==> config.mk <==
export PLATFORM = sky130hd
export DESIGN_NAME = nv_write_guard
export DESIGN_NICKNAME = d
export VERILOG_FILES = /design/src/rtl/nvwg_pkg.sv /design/src/rtl/nvwg_status.sv /design/src/rtl/nvwg_zone.sv /design/src/rtl/nv_write_guard.sv
export SDC_FILE = /design/constraint.sdc
export NUM_CORES = 1
export LEC_CHECK = 0
export BUFFER_PORTS_ARGS = -buffer_cell sky130_fd_sc_hd__clkbuf_2
export CAP_MARGIN = 20
export CORE_ASPECT_RATIO = 1.4
export CORE_MARGIN = 2
export CORE_UTILIZATION = 30
export CTS_CLUSTER_SIZE = 14
export DETAILED_ROUTE_END_ITERATION = 10
export SYNTH_ARGS = -nofsm -noshare
export SYNTH_HDL_FRONTEND = slang
export SYNTH_SLANG_ARGS = --single-unit
==> constraint.sdc <==
create_clock -name clk -period 2.4 [get_ports clk]
set_clock_uncertainty 0.2 [all_clocks]
set_input_delay 0.24 -clock clk [delete_from_list [all_inputs] [get_ports clk]]
set_output_delay 0.24 -clock clk [all_outputs]
set_load 0.005 [all_outputs]
==> src/rtl/nvwg_pkg.sv <==
package nvwg_pkg;
    typedef enum logic [1:0] {
        ST_IDLE   = 2'd0,
        ST_HELD   = 2'd1,
        ST_RESULT = 2'd2
    } req_state_t;

    typedef enum logic [1:0] {
        LOCK_NONE    = 2'd0,
        LOCK_QUARTER = 2'd1,
        LOCK_HALF    = 2'd2,
        LOCK_ALL     = 2'd3
    } lock_t;

    localparam int SR_W      = 8;
    localparam int EN_BIT    = 0;
    localparam int ARM_BIT   = 1;
    localparam int LOCK_LO   = 2;
    localparam int LOCK_HI   = 3;
endpackage

==> src/rtl/nvwg_status.sv <==
module nvwg_status
    import nvwg_pkg::*;
(
    input  logic            clk,
    input  logic            rst_n,
    input  logic            pwr_cycle,
    input  logic            sr_wr,
    input  logic [SR_W-1:0] sr_wdata,
    input  logic            wp_pin,
    output logic            en_latch,
    output logic            arm_latch,
    output lock_t           lock_code
);
    logic  wr_zero;
    logic  wr_en;
    logic  wr_arm;
    lock_t wr_lock;

    always_comb begin
        wr_zero = (sr_wdata == '0);
        wr_en   = sr_wdata[EN_BIT];
        wr_arm  = sr_wdata[ARM_BIT];
        wr_lock = lock_t'(sr_wdata[LOCK_HI:LOCK_LO]);
    end

    always_ff @(posedge clk or negedge rst_n) begin
        if (!rst_n) begin
            en_latch  <= 1'b0;
            arm_latch <= 1'b0;
            lock_code <= LOCK_NONE;
        end else if (pwr_cycle) begin
            en_latch  <= 1'b0;
            arm_latch <= 1'b0;
        end else if (sr_wr) begin
            if (wr_zero) begin
                en_latch  <= 1'b0;
                arm_latch <= 1'b0;
            end else if (wr_en) begin
                if (wr_arm) begin
                    if (en_latch) begin
                        arm_latch <= 1'b1;
                    end
                end else begin
                    en_latch <= 1'b1;
                    if (arm_latch) begin
                        arm_latch <= 1'b0;
                        if (!wp_pin) begin
                            lock_code <= wr_lock;
                        end
                    end
                end
            end
        end
    end
endmodule

==> src/rtl/nvwg_zone.sv <==
module nvwg_zone
    import nvwg_pkg::*;
#(
    parameter int ADDR_W = 8
) (
    input  logic              target_wiper,
    input  logic [ADDR_W-1:0] addr,
    input  lock_t             lock_code,
    output logic              shielded
);
    localparam int DEPTH = 1 << ADDR_W;
    localparam logic [ADDR_W:0] QTR_BASE  = (ADDR_W+1)'(DEPTH - DEPTH / 4);
    localparam logic [ADDR_W:0] HALF_BASE = (ADDR_W+1)'(DEPTH / 2);

    logic [ADDR_W:0] addr_ext;

    always_comb begin
        addr_ext = {1'b0, addr};
        shielded = 1'b0;
        unique case (lock_code)
            LOCK_NONE:    shielded = 1'b0;
            LOCK_QUARTER: shielded = !target_wiper && (addr_ext >= QTR_BASE);
            LOCK_HALF:    shielded = !target_wiper && (addr_ext >= HALF_BASE);
            LOCK_ALL:     shielded = 1'b1;
            default:      shielded = 1'b1;
        endcase
    end
endmodule

==> src/rtl/nv_write_guard.sv <==
module nv_write_guard
    import nvwg_pkg::*;
#(
    parameter int ADDR_W = 8
) (
    input  logic              clk,
    input  logic              rst_n,
    input  logic              pwr_cycle,
    input  logic              sr_wr,
    input  logic [7:0]        sr_wdata,
    input  logic              req_start,
    input  logic              req_target,
    input  logic [ADDR_W-1:0] req_addr,
    input  logic              req_commit,
    input  logic              req_abort,
    input  logic              wp_pin,
    output logic              wr_allow,
    output logic              wr_deny,
    output logic [7:0]        sr_value
);
    req_state_t        state_q;
    req_state_t        state_d;
    logic              verdict_q;
    logic              tgt_q;
    logic [ADDR_W-1:0] addr_q;
    logic              en_latch;
    logic              arm_latch;
    lock_t             lock_code;
    logic              shielded;
    logic              permit;

    nvwg_status u_status (
        .clk       (clk),
        .rst_n     (rst_n),
        .pwr_cycle (pwr_cycle),
        .sr_wr     (sr_wr),
        .sr_wdata  (sr_wdata),
        .wp_pin    (wp_pin),
        .en_latch  (en_latch),
        .arm_latch (arm_latch),
        .lock_code (lock_code)
    );

    nvwg_zone #(.ADDR_W(ADDR_W)) u_zone (
        .target_wiper (tgt_q),
        .addr         (addr_q),
        .lock_code    (lock_code),
        .shielded     (shielded)
    );

    assign permit = !wp_pin && en_latch && !shielded;

    always_comb begin
        state_d = state_q;
        unique case (state_q)
            ST_IDLE:   if (req_start) state_d = ST_HELD;
            ST_HELD: begin
                if (req_abort)       state_d = ST_IDLE;
                else if (req_commit) state_d = ST_RESULT;
            end
            ST_RESULT: state_d = ST_IDLE;
            default:   state_d = ST_IDLE;
        endcase
    end

    always_ff @(posedge clk or negedge rst_n) begin
        if (!rst_n) begin
            state_q   <= ST_IDLE;
            verdict_q <= 1'b0;
            tgt_q     <= 1'b0;
            addr_q    <= '0;
        end else begin
            state_q <= state_d;
            if (state_q == ST_IDLE && req_start) begin
                tgt_q  <= req_target;
                addr_q <= req_addr;
            end
            if (state_q == ST_HELD && !req_abort && req_commit) begin
                verdict_q <= permit;
            end
        end
    end

    always_comb begin
        wr_allow = (state_q == ST_RESULT) && verdict_q;
        wr_deny  = (state_q == ST_RESULT) && !verdict_q;
        sr_value = '0;
        sr_value[EN_BIT]          = en_latch;
        sr_value[ARM_BIT]         = arm_latch;
        sr_value[LOCK_HI:LOCK_LO] = lock_code;
    end
endmodule

==> summary.md <==
| Metric | Value |
|---|---|
| Register share of total power | 47.1% |
| CP endpoint | u_status.en_latch |
| R2R Setup Slk | 0.88 ns |
| Setup ws final | about 0.27 ns |
| Final Max Slew Viols | 0 |
| CTS Buffer Depth | 2 |
| Netlist cell types | 22 |
| Grt ovf | 0 |
| Area contributors post-synth | dfrtp_1 (42%), buf_4 (8.8%), ha_1 (6.3%) |
| Die X | 41.8 microns |
| Clock share of power | 36.8% |
| Syn-to-layout area delta | 35.3% |
| Synth Area in Compound Gates | just over 6% |
| Hold-fix buffers, CTS | 6 |
| Sequential share of the synthesized area | between 40% and 50% |
| Worst R2R Start | state_q[0] |
| CTS buffer count | 3 |
| Die area | 0.00238 sq mm |
| Vias per inst | roughly 4.6 |
| Top-area cell type share of the netlist area | 41.8% |
| Share of layout cells above drive strength 1 | 39.1% |
| Post-route minimum period | 2.13 ns |
| CP Launch Point | sr_wdata[3] |
| Pint | 0.320 mW |
| Placed Instances | slightly below 100 |
| Final nets | 116 |
| FF/Latch Area | between 200 and 300 sq um |
| First-pass iteration count of the detailed router | 4 |
| Cells after Synth | 56 |
| CP required | 2.36 ns |
| Leakage | 0.421 nW |
| Post-Place Worst Slack | 0.869 ns |
| Post-route cell area | between 800 and 900 sq um |
| Synth area leader | dfrtp_1 |
| Post-CTS Resized | 0 |
| Post-Synthesis Cell Area | 599 sq um |
| Buffers on Ports | 24 |
| Synth Warn # | 0 |
| Fill count | 206 |
| Row count | 19 |
| Worst R2R Path Depth | 2 |
| Main combinational cell family by area after synthesis | simple AND/OR/NAND/NOR gates |
| Post-detailed-routing wire length | between 1 and 1.5 mm |
| Gate power share | 16.1% |
| Final Hold Fails | 0 |
| Gr usage total | a little over a tenth |
| Clk sinks | 10 |
| Count of final setup violators | 0 |
| Synth Area in Simple Gates | a little over a fifth |
| FF+latch count, synth | 10 |
| Max_cap viols | 0 |
| Crit path max fanout | 2 |
| Initial antenna violation count | 0 |
| Hold Path Class | input pin to flop |
| Sw power | about 0.10 mW |
| Critical Path End Type | flop |
| Placed Area | 704 sq um |
| Post-route DRC | 0 |
| Synth Area in XOR/XNOR | 0% |
| Largest net degree at the start of global routing | 11 |
| Mux cell area share after synthesis | 12.7% |
| CP Class | input pin to flop |
| GP Congestion | 0.683 |
| Fin Setup TNS | 0 ns |
| Clock transition at path regs | 0.07 ns |
| Power density cells | 521 mW/mm^2 |
| Via count | 495 |
| TritonCTS clock tree | yes |
| Hpwl dp | 867 microns |
| Arrival @ worst endpoint | between 2 and 2.5 ns |
| Worst R2R End | addr_q[6] |
| Ant diodes | 0 |
| Net Sw Frac | between 20% and 30% |
| Multi-input logic area | about 290 sq um |
| Initial Util | 31.1% |
| CTS H-tree depth | 1 |
| Crit start category | input pin |
| CTS root buf | clkbuf_4 |
| Fin util | 42.1% |
| # IOs | 35 |
| Iter 0 DRT Violations | 2 |
| Average size of a mapped cell | 10.7 sq um |
| Routed Antenna Nets | 0 |
| Unrepaired setup endpoints after global routing | false |
| Adder-Cell Fraction of Synth Area | 6.26% |
| Post-CTS setup buffer count | 0 |
| VDD IR max | 0.330 mV |
| Status | finished, final reports clean |
| Clk_lat worst skew | 0.27 ns |
| Core Area | 0.00193 sq mm |
| Die Y | 56.9 microns |
| Post-Layout Cell Count | 108 |
| First-pass GRT wire length | 1.87 mm |
| Wire length per cell | 9.95 microns |
| Number of global-route vias before repair | 472 |
| Final Cycle Share | 88.7% |
| Max frequency | 470 MHz |
==> stage by stage <==
stage	hold slack, ns	total power [mW]
floorplan	-0.256	0.241
global placement	-0.0859	0.261
detailed placement	-0.0812	0.263
CTS	0.00297	0.426
global route	0.0150	0.446
finish	0.00967	0.422
==> critical path: stages <==
cell and delay (ns):
dlygate4sd3_1 0.53, clkbuf_2 0.11, or4_4 0.49, nor2_4 0.10, a211oi_1 0.07, dlygate4sd3_1 0.55
==> worst min-delay path by stage <==
stage           startpoint   endpoint  slack, ns  cells after the start
6_report       req_addr[7]  addr_q[7]       0.01                      2
5_1_grt        req_addr[7]  addr_q[7]       0.01                      2
4_1_cts        req_addr[6]  addr_q[6]      0.003                      2
3_5_place_dp         rst_n      tgt_q      -0.08                      1
3_3_place_gp         rst_n      tgt_q      -0.09                      1
2_1_floorplan        rst_n  addr_q[6]      -0.26                      0
==> synth_stat cells <==
library cell / instances
nand2_1: 2
mux2_2: 3
mux2_1: 2
conb_1: 1
inv_1: 4
a211oi_1: 1
nor3b_1: 2
and2b_1: 1
nor2_4: 1
nand3_1: 1
a31oi_1: 2
and4bb_1: 1
o31ai_1: 1
nor2b_1: 1
mux2i_1: 2
ha_1: 3
and3b_1: 2
nor2_1: 6
dfrtp_1: 10
buf_4: 7
or4_4: 2
o32ai_1: 1
==> final cells by class <==
class,count,area share (%)
clock buffer,4,4.48
inverter,4,1.85
multi-input combinational,38,36.1
sequential,10,30.9
tap,21,3.24
timing repair buffer,31,23.5
==> state kept, by name, indices dropped and copies added (netlist names) <==
signal / count
u_status.en_latch: 1
tgt_q: 1
addr_q: 2
state_q: 2
u_status.lock_code: 2
verdict_q: 1
u_status.arm_latch: 1
==> cells by family (layout without fill, tap and decap cells) <==
kind of cell               after synthesis  in the layout
muxes                                    7              7
and+or+nand+nor                         19             19
buffers and inverters                   11             39
AOI/OAI and AO/OA                        5              5
DFF                                     10             10
other                                    1              4
adders and majority gates                3              3
==> metal layers <==
layer  global-route usage, %  up-vias  part of all wire, %
met5                       0        -                    0
met1                    10.6      232                   37
met2                    17.0       13                   53
met3                    3.86        4                  6.3
met4                    8.29        0                  3.2
li1                        -      246                    -
==> power groups by stage <==
| stage | sequential [mW] | clock [mW] | combinational, mW |
|---|---|---|---|
| CTS | 0.199 | 0.158 | 0.0680 |
| floorplan | 0.199 | 0 | 0.0422 |
| finish | 0.199 | 0.155 | 0.0679 |
| detailed placement | 0.203 | 0 | 0.0603 |
| global placement | 0.202 | 0 | 0.0589 |
| global route | 0.202 | 0.167 | 0.0768 |
==> layout by cell type (no fill, tap or decap), types with 3 or more instances in the layout <==
cell type      count
mux2_2             3
dfrtp_1           10
clkbuf_4           3
conb_1             4
nor2_1             6
clkbuf_2          24
dlygate4sd3_1      7
ha_1               3
inv_1              4
No activity file was read; power rests on OpenSTA's default activity.
